[config.mk]
export PLATFORM = sky130hd
export DESIGN_NAME = drum_sequencer
export DESIGN_NICKNAME = d
export VERILOG_FILES = /design/src/rtl/dseq_pkg.sv /design/src/rtl/dseq_table.sv /design/src/rtl/dseq_step.sv /design/src/rtl/dseq_out.sv /design/src/rtl/drum_sequencer.sv
export SDC_FILE = /design/constraint.sdc
export NUM_CORES = 1
export LEC_CHECK = 0
export BUFFER_PORTS_ARGS = -buffer_cell sky130_fd_sc_hd__buf_2
export CAP_MARGIN = 40
export CORE_ASPECT_RATIO = 0.75
export CORE_MARGIN = 10
export CORE_UTILIZATION = 45
export CTS_CLUSTER_SIZE = 30
export DETAILED_ROUTE_END_ITERATION = 16
export HOLD_SLACK_MARGIN = 0.1
export PLACE_DENSITY_LB_ADDON = 0.25
export SLEW_MARGIN = 20
export SYNTH_ARGS = -nofsm -noshare
export SYNTH_HDL_FRONTEND = slang
export SYNTH_SLANG_ARGS = --single-unit
[constraint.sdc]
create_clock -name clk_i -period 3.1 [get_ports clk_i]
set_clock_uncertainty 0.1 [all_clocks]
set_input_delay 0.155 -clock clk_i [delete_from_list [all_inputs] [get_ports clk_i]]
set_output_delay 0.155 -clock clk_i [all_outputs]
set_load 0.02 [all_outputs]
[src/rtl/dseq_pkg.sv]
package dseq_pkg;
  typedef enum logic [2:0] {
    EV_IDLE,
    EV_OFF,
    EV_START,
    EV_REWIND,
    EV_ADVANCE
  } seq_ev_e;
endpackage

[src/rtl/dseq_table.sv]
module dseq_table #(
  parameter int unsigned DEPTH = 8,
  parameter int unsigned PW    = 32,
  parameter int unsigned OW    = 8,
  localparam int unsigned IDX_W = (DEPTH > 1) ? $clog2(DEPTH) : 1
) (
  input  logic             clk_i,
  input  logic             rst_ni,
  input  logic             wr_open_i,
  input  logic             wr_en_i,
  input  logic [IDX_W-1:0] wr_addr_i,
  input  logic [PW-1:0]    wr_preset_i,
  input  logic [OW-1:0]    wr_pattern_i,
  input  logic [IDX_W-1:0] rd_addr_i,
  output logic [PW-1:0]    rd_preset_o,
  output logic [OW-1:0]    rd_pattern_o
);
  logic [PW-1:0] pre_q [DEPTH];
  logic [OW-1:0] pat_q [DEPTH];

  for (genvar g = 0; g < DEPTH; g++) begin : g_entry
    logic hit;
    assign hit = wr_open_i && wr_en_i && (wr_addr_i == IDX_W'(g));
    always_ff @(posedge clk_i or negedge rst_ni) begin
      if (!rst_ni) begin
        pre_q[g] <= '0;
        pat_q[g] <= '0;
      end else if (hit) begin
        pre_q[g] <= wr_preset_i;
        pat_q[g] <= wr_pattern_i;
      end
    end
  end

  assign rd_preset_o  = pre_q[rd_addr_i];
  assign rd_pattern_o = pat_q[rd_addr_i];
endmodule

[src/rtl/dseq_step.sv]
module dseq_step #(
  parameter int unsigned DEPTH = 8,
  localparam int unsigned IDX_W = (DEPTH > 1) ? $clog2(DEPTH) : 1
) (
  input  logic             clk_i,
  input  logic             rst_ni,
  input  logic             enable_i,
  input  logic             match_i,
  input  logic             index_i,
  input  logic [IDX_W-1:0] last_idx_i,
  output logic             active_o,
  output logic [IDX_W-1:0] ptr_o,
  output logic [IDX_W-1:0] last_o,
  output logic [IDX_W-1:0] nxt_ptr_o,
  output logic             load_o,
  output logic             clear_o
);
  import dseq_pkg::*;

  logic             active_q;
  logic [IDX_W-1:0] ptr_q, last_q, ptr_d;
  seq_ev_e          ev;

  // Priority: stop, start, index, match.
  always_comb begin
    ev = EV_IDLE;
    if (!enable_i)                       ev = EV_OFF;
    else if (!active_q)                  ev = EV_START;
    else if (index_i)                    ev = EV_REWIND;
    else if (match_i && ptr_q != last_q) ev = EV_ADVANCE;
  end

  always_comb begin
    unique case (ev)
      EV_OFF, EV_START, EV_REWIND: ptr_d = '0;
      EV_ADVANCE:                  ptr_d = ptr_q + 1'b1;
      default:                     ptr_d = ptr_q;
    endcase
  end

  always_ff @(posedge clk_i or negedge rst_ni) begin
    if (!rst_ni) begin
      active_q <= 1'b0;
      ptr_q    <= '0;
      last_q   <= '0;
    end else begin
      active_q <= enable_i;
      ptr_q    <= ptr_d;
      if (ev == EV_START) last_q <= last_idx_i;
    end
  end

  assign active_o  = active_q;
  assign ptr_o     = ptr_q;
  assign last_o    = last_q;
  assign nxt_ptr_o = ptr_d;
  assign load_o    = (ev == EV_START) || (ev == EV_REWIND) || (ev == EV_ADVANCE);
  assign clear_o   = (ev == EV_OFF);
endmodule

[src/rtl/dseq_out.sv]
module dseq_out #(
  parameter int unsigned PW = 32,
  parameter int unsigned OW = 8
) (
  input  logic          clk_i,
  input  logic          rst_ni,
  input  logic          load_i,
  input  logic          clear_i,
  input  logic [PW-1:0] preset_i,
  input  logic [OW-1:0] pattern_i,
  output logic [PW-1:0] preset_o,
  output logic [OW-1:0] pattern_o
);
  always_ff @(posedge clk_i or negedge rst_ni) begin
    if (!rst_ni) begin
      preset_o  <= '0;
      pattern_o <= '0;
    end else if (clear_i) begin
      preset_o  <= '0;
      pattern_o <= '0;
    end else if (load_i) begin
      preset_o  <= preset_i;
      pattern_o <= pattern_i;
    end
  end
endmodule

[src/rtl/drum_sequencer.sv]
module drum_sequencer #(
  parameter int unsigned DEPTH = 8,
  parameter int unsigned PW    = 32,
  parameter int unsigned OW    = 8,
  localparam int unsigned IDX_W = (DEPTH > 1) ? $clog2(DEPTH) : 1
) (
  input  logic             clk_i,
  input  logic             rst_ni,
  input  logic             enable_i,
  input  logic             match_i,
  input  logic             index_i,
  input  logic [IDX_W-1:0] last_idx_i,
  input  logic             wr_en_i,
  input  logic [IDX_W-1:0] wr_addr_i,
  input  logic [PW-1:0]    wr_preset_i,
  input  logic [OW-1:0]    wr_pattern_i,
  output logic [PW-1:0]    preset_o,
  output logic [OW-1:0]    pattern_o,
  output logic [IDX_W-1:0] step_o
);
  logic             active;
  logic [IDX_W-1:0] last_idx, nxt_ptr;
  logic             load, clear;
  logic [PW-1:0]    rd_preset;
  logic [OW-1:0]    rd_pattern;

  dseq_step #(.DEPTH(DEPTH)) i_step (
    .clk_i      (clk_i),
    .rst_ni     (rst_ni),
    .enable_i   (enable_i),
    .match_i    (match_i),
    .index_i    (index_i),
    .last_idx_i (last_idx_i),
    .active_o   (active),
    .ptr_o      (step_o),
    .last_o     (last_idx),
    .nxt_ptr_o  (nxt_ptr),
    .load_o     (load),
    .clear_o    (clear)
  );

  // The table accepts writes only while the sequencer is stopped.
  dseq_table #(.DEPTH(DEPTH), .PW(PW), .OW(OW)) i_table (
    .clk_i        (clk_i),
    .rst_ni       (rst_ni),
    .wr_open_i    (!enable_i),
    .wr_en_i      (wr_en_i),
    .wr_addr_i    (wr_addr_i),
    .wr_preset_i  (wr_preset_i),
    .wr_pattern_i (wr_pattern_i),
    .rd_addr_i    (nxt_ptr),
    .rd_preset_o  (rd_preset),
    .rd_pattern_o (rd_pattern)
  );

  dseq_out #(.PW(PW), .OW(OW)) i_out (
    .clk_i     (clk_i),
    .rst_ni    (rst_ni),
    .load_i    (load),
    .clear_i   (clear),
    .preset_i  (rd_preset),
    .pattern_i (rd_pattern),
    .preset_o  (preset_o),
    .pattern_o (pattern_o)
  );
endmodule

Word level (Yosys, flattened, before mapping)
Index checks and enable logic that the tools add are counted.
{"block": "classes", "order_cmp": 1, "n_bitwise": 1, "n_eq_ne": 12, "mul": 0, "n_shift": 0, "n_div": 0, "add_sub_neg": 1, "n_mux": 15, "reduce_logical": 16}
{"op": "32-bit 2-to-1 mux", "n": 4}
{"op": "32-bit binary-select mux with 3-bit select", "n": 1}
{"op": "8-bit 2-to-1 mux", "n": 4}
{"op": "8-bit binary-select mux with 3-bit select", "n": 1}
{"op": "3-bit equality test, second input constant", "n": 5}
{"op": "3-bit by 2-bit equality test with 1-bit output, second input constant", "n": 4}
{"op": "3-bit 2-to-1 mux", "n": 4}
{"op": "1-bit logical AND", "n": 10}
{"op": "3-bit by 1-bit equality test with 1-bit output, second input constant", "n": 2}
{"op": "3-bit one-hot mux with 2 select lines", "n": 1}
{"op": "4-bit >= comparator, second input constant", "n": 1}
{"op": "3-bit NOT with 4-bit output", "n": 1}
{"op": "3-bit by 1-bit adder with 3-bit output, second input constant", "n": 1}
{"op": "3-bit zero test", "n": 1}
{"op": "3-bit != test", "n": 1}
{"op": "3-bit OR reduction", "n": 1}
{"op": "1-bit logical OR", "n": 2}
{"op": "2-bit nonzero test", "n": 1}
{"op": "1-bit zero test", "n": 1}
{"block": "word_totals", "latch_bits": 0, "register_bits": 367, "ramBits": 0, "elab_cells": 67, "mem_count": 0, "romBits": 0, "out_inout_bits": 43}

Depth between registers and ports, before layout
Gate-level depths: netlist of the first run.
{"block": "logic_depth", "ltp_word": 15, "mapped_depth": 9}

Cells and area by module
A second synthesis of the first run with hierarchy kept.
{"block": "hier_totals", "cells_unflattened": 994, "hier_area_um2": 16351.9}
{"mod": "dseq_table", "cells_per_inst": 829, "area_per_inst_um2": 14322.5, "instances": 1, "seq_area_each_um2": 8007.7}
{"mod": "dseq_out", "cells_per_inst": 129, "area_per_inst_um2": 1657.8, "instances": 1, "seq_area_each_um2": 1001.0}
{"mod": "dseq_step", "cells_per_inst": 35, "area_per_inst_um2": 367.9, "instances": 1, "seq_area_each_um2": 175.2}
{"mod": "drum_sequencer", "cells_per_inst": 1, "area_per_inst_um2": 3.8, "instances": 1, "seq_area_each_um2": 0.0}

Least setup slack after synthesis of the first run
No wires, ideal clock.
{"block": "synth_timing", "kind": "register to register", "from": "register i_step.ptr_q[2] (netlist: i_step.ptr_o[2])", "to": "register i_out.pattern_o[0]", "period_less_slack_ns": 2.500, "t_arrival_ns": 2.278, "path_slack_ns": 0.600, "required_time_ns": 2.878, "setup_ns": 0.122, "stages_incl_launch_ff": 9, "cell_sequence": "dfrtp_1 > xor2_1 > o31ai_2 > xor2_1 > buf_2 > buf_6 > mux2i_1 > o221ai_1 > a32o_1"}
{"block": "synth_between", "elab_chain_cells": 15, "elab_cells_between_ends": 22}
{"element": "start, declared", "line": "dseq_step.sv:21", "rtl": "logic [IDX_W-1:0] ptr_q, last_q, ptr_d;"}
{"element": "start signal, assigned", "line": "dseq_step.sv:48", "rtl": "ptr_q <= ptr_d;"}
{"element": "3-bit != test", "line": "dseq_step.sv:30", "rtl": "else if (match_i && ptr_q != last_q) ev = EV_ADVANCE;"}
{"element": "1-bit logical AND", "line": "dseq_step.sv:30"}
{"element": "3-bit 2-to-1 mux", "line": "dseq_step.sv:30"}
{"element": "3-bit 2-to-1 mux", "line": "dseq_step.sv:29", "rtl": "else if (index_i) ev = EV_REWIND;"}
{"element": "3-bit 2-to-1 mux", "line": "dseq_step.sv:28", "rtl": "else if (!active_q) ev = EV_START;"}
{"element": "3-bit 2-to-1 mux", "line": "dseq_step.sv:27", "rtl": "if (!enable_i) ev = EV_OFF;"}
{"element": "3-bit by 1-bit equality test with 1-bit output or 3-bit by 2-bit equality test with 1-bit output (tied branches)", "line": "dseq_step.sv:34, dseq_step.sv:58, dseq_step.sv:57"}
{"element": "3-bit OR reduction", "line": "dseq_step.sv:34", "rtl": "unique case (ev)"}
{"element": "3-bit one-hot mux with 2 select lines", "line": "dseq_step.sv:34"}
{"element": "3-bit NOT with 4-bit output (not written as such)", "line": "dseq_table.sv:36", "rtl": "assign rd_pattern_o = pat_q[rd_addr_i];"}
{"element": "8-bit binary-select mux with 3-bit select", "line": "dseq_table.sv:36"}
{"element": "8-bit 2-to-1 mux (not written as such) (2 in a row)", "line": "dseq_table.sv:36"}
{"element": "8-bit 2-to-1 mux", "line": "dseq_out.sv:21", "rtl": "end else if (load_i) begin"}
{"element": "8-bit 2-to-1 mux", "line": "dseq_out.sv:18", "rtl": "end else if (clear_i) begin"}
{"element": "end signal, assigned", "line": "dseq_out.sv:23", "rtl": "pattern_o <= pattern_i;"}
{"element": "end, declared", "line": "dseq_out.sv:12", "rtl": "output logic [OW-1:0] pattern_o"}
Parallel ways exist; a longest one is shown, timed or not. The select of a mux whose other input is x is not followed.
A chain may end at the register's enable or synchronous reset.

Final worst setup path of the first run
{"block": "layout_timing", "from": "register i_step.ptr_q[0] (netlist: i_step.ptr_o[0])", "to": "register i_out.preset_o[16]"}
{"block": "layout_between", "elab_chain_cells": 15, "elab_cells_between_ends": 22}
{"element": "3-bit != test", "line": "dseq_step.sv:30"}
{"element": "1-bit logical AND", "line": "dseq_step.sv:30"}
{"element": "3-bit 2-to-1 mux", "line": "dseq_step.sv:30"}
{"element": "3-bit 2-to-1 mux", "line": "dseq_step.sv:29"}
{"element": "3-bit 2-to-1 mux", "line": "dseq_step.sv:28"}
{"element": "3-bit 2-to-1 mux", "line": "dseq_step.sv:27"}
{"element": "3-bit by 1-bit equality test with 1-bit output or 3-bit by 2-bit equality test with 1-bit output (tied branches)", "line": "dseq_step.sv:34, dseq_step.sv:58, dseq_step.sv:57"}
{"element": "3-bit OR reduction", "line": "dseq_step.sv:34"}
{"element": "3-bit one-hot mux with 2 select lines", "line": "dseq_step.sv:34"}
{"element": "3-bit NOT with 4-bit output (not written as such)", "line": "dseq_table.sv:35", "rtl": "assign rd_preset_o = pre_q[rd_addr_i];"}
{"element": "32-bit binary-select mux with 3-bit select", "line": "dseq_table.sv:35"}
{"element": "32-bit 2-to-1 mux (not written as such) (2 in a row)", "line": "dseq_table.sv:35"}
{"element": "32-bit 2-to-1 mux", "line": "dseq_out.sv:21"}
{"element": "32-bit 2-to-1 mux", "line": "dseq_out.sv:18"}
{"element": "end signal, assigned", "line": "dseq_out.sv:22", "rtl": "preset_o <= preset_i;"}
{"element": "end, declared", "line": "dseq_out.sv:11", "rtl": "output logic [PW-1:0] preset_o,"}
Parallel ways exist; a longest one is shown, timed or not. The select of a mux whose other input is x is not followed.

==> metrics.md, run 1 <==
| Metric | Value |
|---|---|
| Cell family contributing the most delay on the critical path | `compound AO/OA/AOI/OAI gates` |
| Total number of vias | `approximately 10000` |
| Gate Count Post-Synth | `1180` |
| Final period util | `between 80% and 90%` |
| Warnings, synthesis | `0` |
| Post-CTS setup buffers | `0` |
| Number of remaining DRC errors | `0` |
| Post-Place Setup Slack | `0.347 ns` |
| Vias per std cell | `5.78` |
| Layer with the highest usage | `met2` |
| H-tree depth | `2` |
| Post-DP HPWL | `between 20000 and 25000 µm` |
| Startpoint Class | `register` |
| Unrepaired setup endpoints after global routing | `false` |
| Synth Cell Area | `0.0162 mm²` |
| Minimum clock period | `2.78 ns` |
| Maximum vdd drop | `around 340 µV` |
| M1 GR Usage | `26.7%` |
| Syn Area/Cell | `between 10 and 15 µm²` |
| FF-to-FF Start | `i_step.ptr_o[0]` |
| CP Capture Type | `register` |
| Syn_nets | `1233` |
| Final setup viols | `0` |
| Adder-Cell Fraction of Synth Area | `0.0773%` |
| Leak Pwr | `between 8 and 9 nW` |
| Slew at the pin closest to its max-slew limit | `0.777 ns` |
| Layout area overhead | `17.9%` |
| Die Footprint | `roughly 0.044 mm²` |
| Crit-path max FO | `12` |
| Final slew viol count | `0` |
| Total power | `13.0 mW` |
| Synth Area in XOR/XNOR | `0.271%` |
| Largest family of logic cells by synthesized area | `multiplexers` |
| CTS buffer count | `37` |
| Gr usage total | `19.1%` |
| Worst setup path class | `register to register` |
| Std-Cell Core Area | `between 0.03 and 0.04 mm²` |
| GPL Wtd Cong | `0.751` |
| Die width | `~240 µm` |
| WL per Instance | `22.9 µm` |
| Status | `completed` |
| Reg2reg path depth | `9` |
| Crit-path cells | `buf_4, ha_1, nand3_1, a31oi_1, a211oi_4, nand2_2, buf_4, o221ai_1, a32o_1` |
| Mux share of post-synthesis cell area | `29.9%` |
| Final WL | `between 40000 and 50000 µm` |
| Max-cap viol count | `0` |
| Buf/Inv on CP | `2` |
| HP Class | `primary input to async pin` |
| Max stage delay on crit path | `~0.42 ns` |
| Pwr Density | `679 mW/mm²` |
| R2R Setup Slk | `0.32 ns` |
| # IOs | `between 90 and 100` |
| Met3 Use GR | `3.45%` |
| Most used cell, CP | `buf_4` |
| Share of layout cells above drive strength 1 | `39.8%` |
| First-pass GRT wire length | `66000 µm` |
| Post_cts resized | `0` |
| Buffers on Ports | `94` |
| Slowest CP cell | `a211oi_4` |
| RR Endpoint | `i_out.preset_o[16]` |
| Initial Util | `45.4%` |
| Antenna violations before repair | `1` |
| Largest net degree at the start of global routing | `91` |
| Vias in the first global route | `11000` |
| Finished Core Util | `53.5%` |
| Cell variety after synth | `30` |
| CTS tree | `built` |
| Worst hold margin | `approximately 0.13 ns` |
| Final global-route overflow total | `0` |
| Worst EP required | `3.45 ns` |
| Simple-gate area share of the yosys netlist | `4.46%` |
| Number of core rows | `60` |
| Drt first pass iters | `5` |
| Worst path depth | `9` |
| Fmax | `360 MHz` |
| Root buffer cell | `clkbuf_16` |
| Slew HR | `48.2%` |
| Synth Area in Compound Gates | `6.13%` |
| Clk sink count | `367` |
| Worst-path clk slew | `roughly 0.060 ns` |
| Max Root-Sink Buffers | `3` |
| Final setup slack of the worst path | `0.325 ns` |
| Final Hold Vio Count | `0` |
| Die H | `184 µm` |
| WP data arrival | `3.13 ns` |
| Fin Setup TNS | `0 ns` |
| #FFs+latches synth | `367` |
| Detail Route Antenna Nets | `0` |
| Global-route met2 utilization | `between 30% and 40%` |
| Drt first-iter violations | `785` |
| Skew-Pair Late Insertion Delay | `0.52 ns` |
| Sequential area share after synthesis | `56.8%` |
| Nets | `around 1400` |
==> cell usage in the layout, fill, tap and decap left out, drive strengths merged, types with 45 or more instances in the layout <==
| cell type | n |
|---|---|
| nand3 | 81 |
| nand2 | 48 |
| dfrtp | 367 |
| mux2i | 120 |
| dlygate4sd3 | 45 |
| buf | 137 |
| mux2 | 323 |
| clkbuf | 48 |
==> layer usage <==
metal	up-vias	routed length (µm)	part of all wire (%)
li1	4644	-	-
met1	5513	19200	47
met2	194	19400	47
met3	51	1950	4.7
met4	0	696	1.7
met5	-	0	0
==> layout make-up <==
type	count	area (µm²)
inverters	1	3.75
repair buffers	182	1470
well taps	465	582
clock buffers	48	1010
fillers	2967	16600
flip-flops and latches	367	9180
diodes	1	2.50
clock inverters	13	140
multi-input cells	723	6680
==> cells by family after synthesis <==
| logic type | after synthesis |
|---|---|
| buf+inv | 90 |
| mux | 443 |
| xor+xnor | 5 |
| compound gates | 124 |
| fa+ha+maj | 1 |
| simple gates | 150 |
| flops | 367 |
==> metrics by stage <==
| step | area (µm²) | cells |
|---|---|---|
| 3_3_place_gp | 17500 | 1693 |
| 3_5_place_dp | 17500 | 1693 |
| 2_1_floorplan | 16200 | 1180 |
| 5_1_grt | 19100 | 1799 |
| 4_1_cts | 19100 | 1799 |
| 6_report | 19100 | 1800 |
==> where the power goes <==
group          switching, mW  internal (mW)  total, mW  leakage, nW
Sequential             0.534           5.85       6.38         4.54
Clock                   1.83           2.53       4.36        0.574
Combinational          0.969           1.25       2.21         3.25
Total                   3.33           9.62       13.0         8.36
==> flip-flops by register name, summed over array words and instances, names as in the netlist <==
signal / cells
i_out.pattern_o: 8
i_out.preset_o: 32
i_step.active_o: 1
i_step.last_o: 3
i_step.ptr_o: 3
i_table.pat_q: 64
i_table.pre_q: 256
==> synth_stat cells <==
cell | n | area (µm²)
nor2_1 | 5 | 18.8
buf_1 | 16 | 60.1
nor3_2 | 1 | 10.0
mux2i_1 | 120 | 1200
o221ai_1 | 40 | 350
nor2b_1 | 3 | 18.8
nand2_1 | 48 | 180
xor2_1 | 5 | 43.8
o31ai_2 | 1 | 12.5
a32o_1 | 40 | 400
nor2_4 | 1 | 11.3
nand3_1 | 81 | 405
and3_1 | 1 | 6.26
a211oi_2 | 1 | 12.5
clkbuf_1 | 52 | 195
a31oi_1 | 1 | 6.26
o21ai_0 | 40 | 200
buf_4 | 4 | 30.0
o311ai_1 | 1 | 8.76
or3_1 | 1 | 6.26
buf_2 | 15 | 75.1
buf_6 | 2 | 22.5
ha_1 | 1 | 12.5
nor3_1 | 1 | 5.00
inv_2 | 1 | 3.75
nand3b_1 | 4 | 30.0
nand2b_1 | 1 | 6.26
nor3b_1 | 3 | 22.5
dfrtp_1 | 367 | 9180
mux2_2 | 323 | 3640
==> worst max path at each step <==
stage / start / endpoint / slack (ns)
after global routing: i_step.ptr_o[2] / i_out.preset_o[16] / 0.14
after CTS: i_step.ptr_o[0] / i_out.preset_o[16] / 0.32
after global placement: i_step.ptr_o[2] / i_out.preset_o[16] / 0.39
after detailed placement: i_step.ptr_o[0] / i_out.preset_o[16] / 0.35
after floorplan: i_step.ptr_o[2] / i_out.pattern_o[0] / 0.60
final: i_step.ptr_o[0] / i_out.preset_o[16] / 0.32
==> timing repair <==
item	4_1_cts	5_1_grt
endpoints found under the setup margin	0	0
hold buffers	45	0
hold endpoints to repair	481	0
(Power assumes the default switching activity.)
==> inputs of run 2 (changes only) <==
RECOVER_POWER = 25   (was not set)
==> run 2 against run 1 <==
  * The flow now finishes with violations (max-capacitance violations, max-slew violations)
  * Critical path depth is the same
  * Sequential cell count is the same
  * Worst setup slack got worse by 0.0035 ns
==> metrics.md, run 2 (synthesized netlist as in run 1, its figures left out) <==
| Metric | Value |
|---|---|
| CTS tree | `built (unchanged)` |
| Slew HR | `-61.1% (was 48.2%)` |
| Most flop-heavy register | `i_table.pre_q (unchanged)` |
| First-pass GRT wire length | `66000 µm (unchanged)` |
| Nets | `1365 (unchanged)` |
| CP Capture Type | `register (unchanged)` |
| Gr usage total | `19.1% (unchanged)` |
| Final setup viols | `0 (unchanged)` |
| HP Class | `primary input to register (was primary input to async pin)` |
| Final WL | `41300 µm (about the same)` |
| H-tree depth | `2 (unchanged)` |
| Share of layout cells above drive strength 1 | `39.7% (was 39.8%)` |
| Skew-Pair Late Insertion Delay | `0.52 ns (about the same)` |
| Vias per std cell | `5.78 (about the same)` |
| Top flop regs | `i_table.pre_q (256), i_table.pat_q (64), i_out.preset_o (32) (unchanged)` |
| WP data arrival | `3.13 ns (about the same)` |
| Vias in the first global route | `11000 (unchanged)` |
| Leak Pwr | `8.35 nW (was 8.36 nW)` |
| Final Non-Filler Cells | `1800 (unchanged)` |
| Post-DP HPWL | `24000 µm (unchanged)` |
| Initial Util | `45.4% (unchanged)` |
| Final global-route overflow total | `0 (unchanged)` |
| Dpl cells | `1693 (unchanged)` |
| Placed cell area | `0.0175 mm² (unchanged)` |
| Die width | `239 µm (unchanged)` |
| GPL Wtd Cong | `0.751 (unchanged)` |
| Commonest non-fill, non-tap cells in the layout | `dfrtp_1 (367), mux2_2 (323), mux2i_1 (120) (unchanged)` |
| Antenna violations before repair | `1 (unchanged)` |
| Final Hold Vio Count | `0 (unchanged)` |
| FF/Latch Area | `0.00918 mm² (unchanged)` |
| Worst setup path class | `register to register (unchanged)` |
| Clk sink count | `367 (unchanged)` |
| Number of remaining DRC errors | `0 (unchanged)` |
| Final slew viol count | `89 (was 0)` |
| Total number of vias | `10400 (about the same)` |
| Fin Setup TNS | `0 ns (unchanged)` |
| WL per Instance | `22.9 µm (about the same)` |
| Layout area overhead | `17.7% (was 17.9%)` |
| Multi-input logic area | `0.00668 mm² (unchanged)` |
| Buffers on Ports | `94 (unchanged)` |
| Fmax | `360 MHz (about the same)` |
| Failing checks | `max-capacitance violations, max-slew violations` |
| Status | `finished, violations left (was completed)` |
| Std-Cell Core Area | `0.0357 mm² (unchanged)` |
| Number of core rows | `60 (unchanged)` |
| Largest net degree at the start of global routing | `91 (unchanged)` |
| Final instance area | `0.0190 mm² (was 0.0191 mm²)` |
| Drt first-iter violations | `782 (was 785)` |
| Worst hold margin | `0.211 ns (was 0.129 ns)` |
| Root buffer cell | `clkbuf_16 (unchanged)` |
| Fillers | `2975 (was 2967)` |
| Max reg flops | `256 (unchanged)` |
| Detail Route Antenna Nets | `0 (unchanged)` |
| Pwr Density | `680 mW/mm² (was 679 mW/mm²)` |
| Minimum clock period | `2.78 ns (about the same)` |
| Slew at the pin closest to its max-slew limit | `2.42 ns (was 0.777 ns)` |
| # IOs | `95 (unchanged)` |
| Unrepaired setup endpoints after global routing | `false (unchanged)` |
| Final period util | `89.6% (was 89.5%)` |
| CTS buffer count | `37 (unchanged)` |
| Die Footprint | `0.0440 mm² (unchanged)` |
| Finished Core Util | `53.4% (was 53.5%)` |
| Die H | `184 µm (unchanged)` |
| Max-cap viol count | `1 (was 0)` |
| Worst EP required | `3.45 ns (about the same)` |
| Post_cts resized | `0 (unchanged)` |
| Max Root-Sink Buffers | `3 (unchanged)` |
| Drt first pass iters | `5 (unchanged)` |
| Maximum vdd drop | `343 µV (about the same)` |
| Worst-path clk slew | `0.07 ns (was 0.06 ns)` |
| Startpoint Class | `register (unchanged)` |
| Most common cell after layout, fill and taps aside | `dfrtp_1 (unchanged)` |
| Crit-path max FO | `12 (unchanged)` |
==> run 2: changes by cell type in the layout (fill, tap and decap cells not counted), sizes merged <==
cell    before  now
buf        137  135
clkbuf      48   50
==> run 2: timing repair <==
| action | in CTS | in global routing |
|---|---|---|
| hold endpoints to repair | 481 | 0 |
| hold buffers | 45 | 0 |
| setup buffers | 0 | 0 |
==> run 2: layer usage <==
metal,track usage (%),vias to the layer above,routed length [µm]
met5,0,-,0
met4,4.07,0,696
met3,3.45,51,1940
met2,30.3,199,19400
met1,26.7,5516,19200
li1,-,4646,-
==> run 2: final timing paths <==
path,from,end,slack (ns),cells after the start
worst min register to register,i_out.preset_o[8],i_out.preset_o[8],0.38,1
max in group asynchronous,rst_ni,i_table.pre_q[65],0.63,2
min in group asynchronous,rst_ni,i_table.pre_q[201],0.77,2
worst min-delay path,match_i,i_step.ptr_o[1],0.21,5
worst max-delay path,i_step.ptr_o[0],i_out.preset_o[16],0.32,9
worst max register to register,i_step.ptr_o[0],i_out.preset_o[16],0.32,9
==> run 2: report_power, final <==
part / total, mW / internal, mW / switching, mW
clock network: 4.36 / 2.53 / 1.83
registers: 6.38 / 5.85 / 0.534
logic: 2.21 / 1.24 / 0.968
==> run 2: layout make-up <==
type	instances	area share, %
antenna	1	0.0131
clock buffer	48	5.29
clock inverter	13	0.736
inverter	1	0.0197
multi-input combinational	723	35.1
sequential	367	48.2
tap	465	3.06
timing repair buffer	182	7.55
==> run 2: metrics by stage <==
step                setup WS [ns]  power, mW
detailed placement          0.347       8.66
global placement            0.391       8.55
CTS                         0.324       13.1
finish                      0.321       12.9
global route               0.0940       13.6
floorplan                   0.600       7.91
==> run 2: worst max-delay path, cell delays in order (launching register included) <==
cell	delay [ns]
dfrtp_1	0.39
buf_4	0.17
ha_1	0.33
nand3_1	0.10
a31oi_1	0.12
a211oi_4	0.42
nand2_2	0.33
buf_4	0.32
o221ai_1	0.23
a32o_1	0.20
==> inputs of run 3 (changes only) <==
CTS_BUF_LIST = sky130_fd_sc_hd__clkbuf_8   (was not set)
CTS_CLUSTER_DIAMETER = 150   (was not set)
==> run 3 against run 2 <==
  * The run still ends with max-capacitance violations, max-slew violations left
  * Non-clock buffer count increased by 3
  * Final cell count decreased by 2.2%
  * First-iteration DRC count increased by 4.1%
  * Maximum frequency decreased by 0.98%
  * Critical endpoint unchanged
  * Largest power group unchanged
  * Highest routed layer unchanged
==> metrics.md, run 3 (synthesized netlist as in run 1, its figures left out) <==
| Metric | Value |
|---|---|
| CP Capture Type | `register (unchanged)` |
| Placed cell area | `0.0175 mm² (unchanged)` |
| Sw frac | `27.8% (was 25.7%)` |
| Reg2reg path depth | `8 (was 9)` |
| Final Hold Vio Count | `0 (unchanged)` |
| CTS tree | `built (unchanged)` |
| CTS buffer count | `16 (was 37)` |
| Top flop regs | `i_table.pre_q (256), i_table.pat_q (64), i_out.preset_o (32) (unchanged)` |
| Post-DP HPWL | `24000 µm (unchanged)` |
| Hold_sp | `wr_addr_i[2] (was match_i)` |
| Largest net degree at the start of global routing | `61 (was 91)` |
| WP data arrival | `3.20 ns (was 3.13 ns)` |
| Slew HR | `-15.5% (was -61.1%)` |
| Drt first-iter violations | `814 (was 782)` |
| RR Endpoint | `i_out.preset_o[16] (unchanged)` |
| Gr usage total | `18.7% (was 19.1%)` |
| Number of remaining DRC errors | `0 (unchanged)` |
| Clk sink count | `367 (unchanged)` |
| Share of layout cells above drive strength 1 | `37.1% (was 39.7%)` |
| Total number of vias | `10200 (was 10400)` |
| Fmax | `356 MHz (was 360 MHz)` |
| Final period util | `90.5% (was 89.6%)` |
| Cell family contributing the most delay on the critical path | `compound AO/OA/AOI/OAI gates (unchanged)` |
| Worst setup path class | `register to register (unchanged)` |
| # IOs | `95 (unchanged)` |
| Commonest non-fill, non-tap cells in the layout | `dfrtp_1 (367), mux2_2 (323), mux2i_1 (120) (unchanged)` |
| Layout area overhead | `12.4% (was 17.7%)` |
| Final slew viol count | `51 (was 89)` |
| Sequential power share | `60.5% (was 49.3%)` |
| Buffers on Ports | `94 (unchanged)` |
| FF-to-FF Start | `i_step.ptr_o[1] (was i_step.ptr_o[0])` |
| Leak Pwr | `7.87 nW (was 8.35 nW)` |
| Multi-input logic area | `0.00668 mm² (unchanged)` |
| WL per Instance | `23.2 µm (was 22.9 µm)` |
| Post-CTS setup buffers | `0 (unchanged)` |
| Nets | `1347 (was 1365)` |
| Worst Setup SP | `i_step.ptr_o[1] (was i_step.ptr_o[0])` |
| Number of core rows | `60 (unchanged)` |
| Vias per std cell | `5.80 (was 5.78)` |
| Finished Core Util | `51.0% (was 53.4%)` |
| GPL Wtd Cong | `0.751 (unchanged)` |
| Startpoint Class | `register (unchanged)` |
| Status | `finished, violations left (unchanged)` |
| Pint | `7.59 mW (was 9.62 mW)` |
| HP Class | `primary input to register (unchanged)` |
| Final WL | `40800 µm (was 41300 µm)` |
| Hold Crit Depth | `4 (was 5)` |
| Max-cap viol count | `1 (unchanged)` |
| Worst-path clk slew | `0.18 ns (was 0.07 ns)` |
| Share of total power in combinational logic | `21.0% (was 17.1%)` |
| Max stage delay on crit path | `0.49 ns (was 0.42 ns)` |
| Slowest CP cell | `dfrtp_1 (was a211oi_4)` |
| FF/Latch Area | `0.00918 mm² (unchanged)` |
| Worst hold endpoint | `i_table.pat_q[32] (was i_step.ptr_o[1])` |
| R2R Setup Slk | `0.29 ns (was 0.32 ns)` |
| Std-Cell Core Area | `0.0357 mm² (unchanged)` |
| Fin Setup TNS | `0 ns (unchanged)` |
| Fillers | `3062 (was 2975)` |
| Max reg flops | `256 (unchanged)` |
| Antenna violations before repair | `1 (unchanged)` |
| Net switching power | `2.93 mW (was 3.33 mW)` |
| Minimum clock period | `2.81 ns (was 2.78 ns)` |
| Skew-Pair Late Insertion Delay | `0.60 ns (was 0.52 ns)` |
| Die Footprint | `0.0440 mm² (unchanged)` |
| Detail Route Antenna Nets | `0 (unchanged)` |
| Crit-path cells | `xor2_1, o31ai_2, xor2_4, nor2_4, buf_12, mux2i_1, o221ai_1, a32o_1 (was buf_4, ha_1, nand3_1, a31oi_1, a211oi_4, nand2_2, buf_4, o221ai_1, a32o_1)` |
| Most flop-heavy register | `i_table.pre_q (unchanged)` |
| Die H | `184 µm (unchanged)` |
| Crit-path max FO | `25 (was 12)` |
| Hold_buf cts | `48 (was 45)` |
| Most common cell after layout, fill and taps aside | `dfrtp_1 (unchanged)` |
| Initial Util | `45.4% (unchanged)` |
| Post_cts resized | `0 (unchanged)` |
| Unrepaired setup endpoints after global routing | `false (unchanged)` |
| Power share of the clock group | `18.6% (was 33.6%)` |
| Buf/Inv on CP | `1 (was 2)` |
| Final global-route overflow total | `0 (unchanged)` |
| Dpl cells | `1693 (unchanged)` |
| Final Non-Filler Cells | `1760 (was 1800)` |
| Die width | `239 µm (unchanged)` |
| Final setup viols | `0 (unchanged)` |
| Vias in the first global route | `10800 (was 11000)` |
| Root buffer cell | `clkbuf_8 (was clkbuf_16)` |
| Drt first pass iters | `4 (was 5)` |
| First-pass GRT wire length | `65000 µm (was 66000 µm)` |
| Worst hold margin | `0.171 ns (was 0.211 ns)` |
| Failing checks | `max-capacitance violations, max-slew violations (unchanged)` |
| Worst EP required | `3.49 ns (was 3.45 ns)` |
| Slew at the pin closest to its max-slew limit | `1.73 ns (was 2.42 ns)` |
| H-tree depth | `1 (was 2)` |
| Max Root-Sink Buffers | `3 (unchanged)` |
| Pwr Density | `579 mW/mm² (was 680 mW/mm²)` |
| Final instance area | `0.0182 mm² (was 0.0190 mm²)` |
| Maximum vdd drop | `412 µV (was 343 µV)` |
[run 3: power by group through the flow]
stage / registers [mW] / logic (mW) / clock network [mW]
after floorplan: 6.39 / 1.51 / 0
after global placement: 6.42 / 2.13 / 0
after detailed placement: 6.46 / 2.20 / 0
after CTS: 6.36 / 2.25 / 2.03
after global routing: 6.49 / 2.44 / 2.21
final: 6.36 / 2.21 / 1.95
[run 3: final cells by class]
cell class,instances,area share [%]
repair buffers,185,8.03
multi-input cells,723,36.8
flip-flops and latches,367,50.5
well taps,465,3.20
clock buffers,17,1.29
diodes,1,0.0138
clock inverters,1,0.165
inverters,1,0.0206
[run 3: worst max path at each step]
stage | endpoint | slack [ns] | cells after the start
after CTS | i_out.preset_o[16] | 0.27 | 9
after detailed placement | i_out.preset_o[16] | 0.35 | 9
after global routing | i_out.preset_o[16] | 0.12 | 8
after floorplan | i_out.pattern_o[0] | 0.60 | 8
after global placement | i_out.preset_o[16] | 0.39 | 8
final | i_out.preset_o[16] | 0.29 | 8
[run 3: per-layer routing]
layer  global-route usage (%)  up-vias  routed length [µm]
met5                        0        -                   0
met4                     2.97        0                 488
met3                     2.69       28                1490
met2                     29.9      155               19200
met1                     26.8     5447               19600
li1                         -     4583                   -
[run 3: through the flow]
stage	worst slack, ns	total power, mW
final	0.294	10.5
after global routing	0.122	11.1
after CTS	0.270	10.6
after detailed placement	0.347	8.66
after global placement	0.391	8.55
after floorplan	0.600	7.91
[run 3: worst register-to-register path, cell delays in order (launching register included)]
cell	delay (ns)
dfrtp_1	0.49
xor2_1	0.22
o31ai_2	0.40
xor2_4	0.21
nor2_4	0.28
buf_12	0.25
mux2i_1	0.29
o221ai_1	0.18
a32o_1	0.29
